**config.mk**
```make
export PLATFORM = sky130hd
export DESIGN_NAME = irq_stuck_watch
export DESIGN_NICKNAME = d
export VERILOG_FILES = /design/src/rtl/irq_stuck_pkg.sv /design/src/rtl/irq_hist_ring.sv /design/src/rtl/irq_stuck_judge.sv /design/src/rtl/irq_stuck_watch.sv
export SDC_FILE = /design/constraint.sdc
export NUM_CORES = 1
export LEC_CHECK = 0
export ABC_AREA = 1
export BUFFER_PORTS_ARGS = -buffer_cell sky130_fd_sc_hd__buf_2
export CAP_MARGIN = 10
export CORE_AREA = 2 2 323 293
export DETAILED_ROUTE_END_ITERATION = 8
export DIE_AREA = 0 0 325 295
export GPL_TIMING_DRIVEN = 0
export PLACE_DENSITY = 0.66
export SYNTH_ARGS = -nofsm -noshare
export SYNTH_HDL_FRONTEND = slang
export SYNTH_HIERARCHICAL = 1
export SYNTH_SLANG_ARGS = --single-unit
```
**constraint.sdc**
```tcl
create_clock -name clk_i -period 8.45 [get_ports clk_i]
set_clock_uncertainty 0.2 [all_clocks]
set_input_delay 0.4225 -clock clk_i [delete_from_list [all_inputs] [get_ports clk_i]]
set_output_delay 0.4225 -clock clk_i [all_outputs]
set_load 0.005 [all_outputs]
```
**src/rtl/irq_stuck_pkg.sv**
```systemverilog
package irq_stuck_pkg;

   localparam int SRC_W   = 16;
   localparam int CAUSE_W = 8;

   typedef struct packed {
      logic [SRC_W-1:0]   src;
      logic [CAUSE_W-1:0] cause;
   } irq_msg_t;

endpackage

```
**src/rtl/irq_hist_ring.sv**
```systemverilog
module irq_hist_ring
   import irq_stuck_pkg::*;
#(
   parameter int DEPTH = 16,
   parameter int TS_W  = 32
) (
   input  logic            clk_i,
   input  logic            rst_ni,
   input  logic            wr_en_i,
   input  irq_msg_t        wr_msg_i,
   input  logic [TS_W-1:0] wr_ts_i,
   output irq_msg_t        old_msg_o,
   output logic [TS_W-1:0] old_ts_o,
   output logic            full_o
);

   localparam int PW = (DEPTH > 1) ? $clog2(DEPTH) : 1;
   localparam logic [PW-1:0] LAST = PW'(DEPTH - 1);

   irq_msg_t        msg_q [DEPTH];
   logic [TS_W-1:0] ts_q  [DEPTH];
   logic [PW-1:0]   ptr_q;
   logic [PW-1:0]   ptr_nxt;
   logic            full_q;

   if (DEPTH < 2) begin : g_bad_depth
      $error("irq_hist_ring: DEPTH must be at least 2");
   end

   if ((1 << PW) == DEPTH) begin : g_pow2
      assign ptr_nxt = ptr_q + 1'b1;
   end else begin : g_mod
      assign ptr_nxt = (ptr_q == LAST) ? '0 : ptr_q + 1'b1;
   end

   always_ff @(posedge clk_i) begin
      if (wr_en_i) begin
         msg_q[ptr_q] <= wr_msg_i;
         ts_q[ptr_q]  <= wr_ts_i;
      end
   end

   always_ff @(posedge clk_i or negedge rst_ni) begin
      if (!rst_ni) begin
         ptr_q  <= '0;
         full_q <= 1'b0;
      end else if (wr_en_i) begin
         ptr_q <= ptr_nxt;
         if (ptr_q == LAST) full_q <= 1'b1;
      end
   end

   assign old_msg_o = msg_q[ptr_q];
   assign old_ts_o  = ts_q[ptr_q];
   assign full_o    = full_q;

   AST_FULL_STICKS: assert property (@(posedge clk_i) disable iff (!rst_ni)
      full_q |=> full_q);
   AST_PTR_MOVES: assert property (@(posedge clk_i) disable iff (!rst_ni)
      wr_en_i |=> (ptr_q != $past(ptr_q)));
   AST_IDLE_HOLDS: assert property (@(posedge clk_i) disable iff (!rst_ni)
      !wr_en_i |=> $stable(ptr_q));

endmodule

```
**src/rtl/irq_stuck_judge.sv**
```systemverilog
module irq_stuck_judge
   import irq_stuck_pkg::*;
#(
   parameter int TS_W = 32
) (
   input  logic            valid_i,
   input  logic            full_i,
   input  irq_msg_t        new_msg_i,
   input  logic [TS_W-1:0] new_ts_i,
   input  irq_msg_t        old_msg_i,
   input  logic [TS_W-1:0] old_ts_i,
   input  logic [TS_W-1:0] thresh_i,
   output logic            hit_o
);

   logic [TS_W-1:0] gap;
   logic            same;

   // modulo 2^TS_W difference is the true elapsed time across one wrap
   assign gap   = new_ts_i - old_ts_i;
   assign same  = (new_msg_i.src == old_msg_i.src) &&
                  (new_msg_i.cause == old_msg_i.cause);
   assign hit_o = valid_i && full_i && same && (gap < thresh_i);

endmodule

```
**src/rtl/irq_stuck_watch.sv**
```systemverilog
module irq_stuck_watch
   import irq_stuck_pkg::*;
#(
   parameter int DEPTH = 16,
   parameter int TS_W  = 32,
   parameter logic [TS_W-1:0] THR_RST = 1024
) (
   input  logic               clk_i,
   input  logic               rst_ni,
   input  logic               msg_valid_i,
   input  logic [SRC_W-1:0]   msg_src_i,
   input  logic [CAUSE_W-1:0] msg_cause_i,
   input  logic [TS_W-1:0]    time_i,
   input  logic               thr_we_i,
   input  logic [TS_W-1:0]    thr_data_i,
   input  logic               stuck_clr_i,
   output logic               stuck_pulse_o,
   output logic [SRC_W-1:0]   stuck_src_o,
   output logic [CAUSE_W-1:0] stuck_cause_o,
   output logic               stuck_sticky_o
);

   if (TS_W < 2) begin : g_bad_ts
      $error("irq_stuck_watch: TS_W must be at least 2");
   end

   irq_msg_t        in_msg;
   irq_msg_t        old_msg;
   logic [TS_W-1:0] old_ts;
   logic            hist_full;
   logic            hit;
   logic [TS_W-1:0] thresh_q;
   logic            pulse_q;
   logic            sticky_q;
   irq_msg_t        latch_q;

   assign in_msg.src   = msg_src_i;
   assign in_msg.cause = msg_cause_i;

   irq_hist_ring #(.DEPTH(DEPTH), .TS_W(TS_W)) u_ring (
      .clk_i     (clk_i),
      .rst_ni    (rst_ni),
      .wr_en_i   (msg_valid_i),
      .wr_msg_i  (in_msg),
      .wr_ts_i   (time_i),
      .old_msg_o (old_msg),
      .old_ts_o  (old_ts),
      .full_o    (hist_full)
   );

   irq_stuck_judge #(.TS_W(TS_W)) u_judge (
      .valid_i   (msg_valid_i),
      .full_i    (hist_full),
      .new_msg_i (in_msg),
      .new_ts_i  (time_i),
      .old_msg_i (old_msg),
      .old_ts_i  (old_ts),
      .thresh_i  (thresh_q),
      .hit_o     (hit)
   );

   always_ff @(posedge clk_i or negedge rst_ni) begin
      if (!rst_ni) begin
         thresh_q <= THR_RST;
         pulse_q  <= 1'b0;
         sticky_q <= 1'b0;
         latch_q  <= '0;
      end else begin
         if (thr_we_i) thresh_q <= thr_data_i;
         pulse_q <= hit;
         if (hit) latch_q <= in_msg;
         if (hit) sticky_q <= 1'b1;
         else if (stuck_clr_i) sticky_q <= 1'b0;
      end
   end

   assign stuck_pulse_o  = pulse_q;
   assign stuck_src_o    = latch_q.src;
   assign stuck_cause_o  = latch_q.cause;
   assign stuck_sticky_o = sticky_q;

   AST_PULSE_NEEDS_MSG: assert property (@(posedge clk_i) disable iff (!rst_ni)
      stuck_pulse_o |-> $past(msg_valid_i));
   AST_PULSE_NEEDS_FULL: assert property (@(posedge clk_i) disable iff (!rst_ni)
      stuck_pulse_o |-> $past(hist_full));
   AST_STICKY_ON_PULSE: assert property (@(posedge clk_i) disable iff (!rst_ni)
      stuck_pulse_o |-> stuck_sticky_o);
   AST_STICKY_HOLDS: assert property (@(posedge clk_i) disable iff (!rst_ni)
      (stuck_sticky_o && !stuck_clr_i) |=> stuck_sticky_o);
   AST_LATCH_HOLDS: assert property (@(posedge clk_i) disable iff (!rst_ni)
      !stuck_pulse_o |-> ($stable(stuck_src_o) && $stable(stuck_cause_o)));
   AST_ZERO_THR_QUIET: assert property (@(posedge clk_i) disable iff (!rst_ni)
      (thresh_q == '0) |=> !stuck_pulse_o);

endmodule

```
# == After elaboration in Yosys (flattened, before gate mapping) ==
# Memory sizes are Yosys's and may differ from the RTL's.
# Cells that the tools add are included.
# word_totals
register_bits,63
ram_bits,896
inputBits,93
out_inout_bits,26
elab_cells,25
mem_count,2
# classes
n_addsub,2
order_cmp,1
eq_ne,3
mux,4
n_reduce_logical,6
# memory_table
name,words,word_bits,rd,rd_clocked_by_memory_dff,write_ports,line,rtl
u_ring.ts_q,16,32,1,0,1,irq_hist_ring.sv:21,logic [TS_W-1:0] ts_q [DEPTH];
u_ring.msg_q,16,24,1,0,1,irq_hist_ring.sv:20,irq_msg_t msg_q [DEPTH];
# op_table
operator,n
< comparator 32 bit,1
subtractor 32 bit,1
equality test 16 bit,1
equality test 8 bit,1
adder 4 x 1 -> 4 bit (second input constant),1
equality test 4 bit (second input constant),1
logical AND 1 bit,4
2-to-1 mux 1 bit,4
AND reduction 2 bit,1
nonzero test 2 bit,1

# == Longest topological paths before layout ==
# An unclocked memory read counts as a cell.
# depth
ltp_word,6
ltp_mapped,40
ltp_nobuf,35

# == Modules after synthesis ==
# The synthesis kept the hierarchy.
# by_module_without_submodules
mod,n_inst,cells_per_inst,area_each_um2,seq_area_each_um2
irq_hist_ring,1,4085,39930.8,27030.9
irq_stuck_judge,1,703,3569.7,0.0
irq_stuck_watch,1,243,2293.4,1452.6

# == Least setup slack after synthesis ==
# OpenSTA, ideal clock, no wires.
# synth_path
path_type,flip-flop to flip-flop
startpoint,register u_ring.ptr_q[1]
endpoint,memory u_ring/msg_q[4][0] (netlist name) (enable)
setup_ns,0.470
arrival_ns,3.568
required_time_ns,7.780
path_slack_ns,4.211
stages_incl_launch_ff,8
path_buffers,3
synth_period_minus_slack_ns,4.239
path_cell_list,dfrtp_1 > buf_4 > inv_4 > buf_4 > buf_2 > ha_1 > nand2_1 > nor2_1
# synth_lines
element,line,rtl
from (decl),irq_hist_ring.sv:22,logic [PW-1:0] ptr_q;
from (signal assigned),irq_hist_ring.sv:48,ptr_q <= ptr_nxt;
to (decl),irq_hist_ring.sv:20,
# Straight into the memory's write port.

# == Worst setup path after layout ==
# layout_path
startpoint,register u_ring.ptr_q[1]
endpoint,register latch_q (netlist bit stuck_src_o[0])
# layout_via
word_cells_on_any_way,9
cone_classes,add/sub (1); order compare (1); eq/ne (2); reduce/logical (3); memory (2)
# layout_lines
element,line,rtl
memory read (16 x 32 bit),-,
via old_ts[0],irq_stuck_watch.sv:29,logic [TS_W-1:0] old_ts;
subtractor 32 bit,irq_stuck_judge.sv:20,assign gap = new_ts_i - old_ts_i;
< comparator 32 bit,irq_stuck_judge.sv:23,assign hit_o = valid_i && full_i && same && (gap < thresh_i);
logical AND 1 bit,irq_stuck_judge.sv:23,
via hit,irq_stuck_watch.sv:31,logic hit;
to (signal assigned),irq_stuck_watch.sv:71,if (hit) latch_q <= in_msg;
to (decl),irq_stuck_watch.sv:35,irq_msg_t latch_q;
# The timed path passes the listed nets, and every way through them passes these cells.
# A chain may end at the register's enable or synchronous reset.

==> out/metrics.yaml <==
synth.area.top_cells: "edfxtp_1 59%, nand2_1 16%, inv_1 9.7%, nand3_1 5.2%, dfrtp_1 3.4%"
fp.dieW_um: 325
power.share.sequential: 0.305
tightest_slew_ns: 1.02
post_cts_resized: 0
worstSetupPathType: "register to register"
crit_buf_inv: 8
required_ns: 8.81
p_switching_w: 0.00795
end_kind: "register"
synthDominantCellAreaShare: 0.588
synth-seq-area-share: 0.622
htree_levels: 3
grtUsageTotal: 0.251
clk_latency_ns: 0.67
grt_pass1_vias: 32200
avgRoutedWirePerCell_um: 17.7
core-area_um2: 92400
ys_seq_elements: 959
path_clk_slew_ns: 0.06
cellLeakagePower_nw: 25.8
critPathTopFamily: "simple AND/OR/NAND/NOR gates"
async_flop_share: 0.0657
rows: 106
grt_max_degree: 58
worst_ir_drop_vdd_mv: 0.206
grt-ovfl-total: 0
rsz0062_at_grt: "false"
routed_wl_mm: 120
final_common_cell: "nand2_1"
crit_arrival_ns: 7.21
outcome: "finished, final reports clean"
critPathMaxFanout: 10
finalHoldViolations: 0
start_util: 0.495
slew_headroom: 0.320
drc: 0
p_per_area_nw_per_um2: 352
post_cts_buffers: 0
grt_pass1_wl_mm: 185
io_pins: 119
fin_crit_sh: 0.810
drive_gt1_frac: 0.0941
cp-start-kind: "register"
hold_class: "input pin to register"
dieArea_um2: 95900
slowest_stage: "clkbuf_1"
place.gp.congestion: 0.896
synthesis.area_um2: 45800
drtIter0Drc: 3169
antenna_found_initial: 3
synth_fp_nets: 5191
syn_avg_cell_area_um2: 9.10
max_stage_delay_ns: 0.72
cts_buffers: 102
syn_inst: 5031
area_delta_synth_final_pct: 17.0
yosysTopAreaCell: "edfxtp_1"
die_y_um: 295
num_vias: 33400
crit_top_cell: "nand2_1"
synth_flop_cell: "edfxtp_1"
synth.distinct_cells: 40
cts_max_path_buffers: 3
fmax_mhz: 146
dpl.hpwl_mm: 81.2
finalCriticalPeriod_ns: 6.85
total_power_w: 0.0188
fill_cells: 7744
maxCapViolations: 0
p_clk_frac: 0.235
ctsRootBufferMaster: "clkbuf_16"
report.final.slew_viol_count: 0
fin_cells: 6768
dp.cells: 6422
tns_ns: 0
ys_warn_count: 6
internal-power_w: 0.0109
port_buffers: 117
viasPerCell: 4.94
nets: 5596
dr.pass1.iters: 5
ant_nets: 0
p_comb_frac: 0.460
cts_sinks: 959
synth-edff-count: 896
setup_violations: 0
cts_tree: "built"
final_cell_mix: "1,924 x nand2_1, 1,186 x inv_1, 896 x edfxtp_1, 477 x nand3_1, 212 x buf_2"
netSwitchingFraction: 0.422
per-layer routing:
metal  share of wire  wire length [µm]  track usage  vias to the layer above
met5               0                 0            0                        -
met2            0.46             55200        0.409                     1145
met1            0.43             52200        0.346                    15900
li1                -                 -            -                    16200
met3           0.071              8580       0.0387                      226
met4           0.035              4160       0.0864                        0
flip-flops by register name, indices dropped and copies added, names as in the netlist:
| name | count |
|---|---|
| thresh_q | 32 |
| u_ring/msg_q | 384 |
| stuck_pulse_o | 1 |
| stuck_sticky_o | 1 |
| u_ring/full_o | 1 |
| stuck_cause_o | 8 |
| u_ring/ts_q | 512 |
| stuck_src_o | 16 |
| u_ring/ptr_q | 4 |
cell type report:
cell class	instances	area (µm²)	share of cell area
Inverter	1193	4500	0.0840
Sequential cell	959	28500	0.532
Clock buffer	122	2690	0.0502
Clock inverter	71	624	0.0117
Timing Repair Buffer	301	2790	0.0520
Multi-Input combinational cell	2694	11800	0.221
Antenna cell	1	2.50	0.0000467
Tap cell	1242	1550	0.0290
Buffer	185	1110	0.0208
worst register-to-register path, delay by kind of cell, from the launching register on:
kind          cells  cell delay [ns]
simple gates     23             3.28
fa+ha+maj         3             0.99
flops             1             0.42
buf+inv           8             1.86
synthesized netlist by cell type (2+ instances only):
cell and n:
nor2_2 4, nand2_1 1924, nor2_1 86, inv_4 2
nand4_1 3, nand3_1 477, buf_2 96, nor3_1 5
dfrtp_1 62, o21bai_1 7, clkbuf_1 20, xnor2_1 5
nand2_2 24, inv_2 3, inv_1 1186, xor2_1 23
nand3b_1 3, buf_1 7, buf_4 47, inv_8 2
buf_6 14, ha_1 66, a21oi_1 37, o21ai_0 16
edfxtp_1 896, o21a_1 2
repair_timing:
item                                    CTS  global route
hold endpoints to repair                829             2
hold buffers                            151             1
endpoints found under the setup margin    0             0
worst paths after layout:
kind	startpoint	to	slack, ns	cells past startpoint
setup / recovery	u_ring/ptr_q[1]$_DFFE_PN0P_	stuck_src_o[0]$_DFFE_PN0P_	1.60	34
hold / removal	time_i[6]	u_ring/ts_q[11][6]$_DFFE_PP_	0.02	1
setup reg to reg	u_ring/ptr_q[1]$_DFFE_PN0P_	stuck_src_o[0]$_DFFE_PN0P_	1.60	34
hold reg to reg	stuck_sticky_o$_DFFE_PN0P_	stuck_sticky_o$_DFFE_PN0P_	0.27	2
max in group asynchronous	rst_ni	stuck_src_o[15]$_DFFE_PN0P_	7.24	3
min in group asynchronous	rst_ni	stuck_cause_o[6]$_DFFE_PN0P_	0.14	3
power groups by stage:
stage          Clock (W)  Combinational, W  Sequential [W]
5_1_grt          0.00467           0.00967         0.00577
2_1_floorplan          0           0.00562         0.00586
4_1_cts          0.00449           0.00855         0.00574
3_5_place_dp           0           0.00844         0.00584
6_report         0.00443           0.00866         0.00575
3_3_place_gp           0           0.00813         0.00591
metrics by stage:
step / area (µm²) / hold slack (ns) / util / worst slack [ns]
finish: 53600 / 0.0247 / 0.580 / 1.60
global route: 53600 / 0.0105 / 0.580 / 1.25
CTS: 53600 / 0.000722 / 0.579 / 1.53
detailed placement: 48700 / 0.0523 / 0.527 / 1.57
global placement: 47900 / 0.248 / 0.519 / 1.22
floorplan: 45800 / -0.0731 / - / 4.21
cell families after synthesis:
family | count (synthesis) | synth area share
adder cells (fa/ha/maj) | 67 | 0.0185
flip-flops | 959 | 0.622
AND/OR/NAND/NOR | 2536 | 0.224
XOR/XNOR | 28 | 0.00536
AO/OA/AOI/OAI | 63 | 0.00746
buffers and inverters | 1378 | 0.123
(Power assumes the default switching activity.)
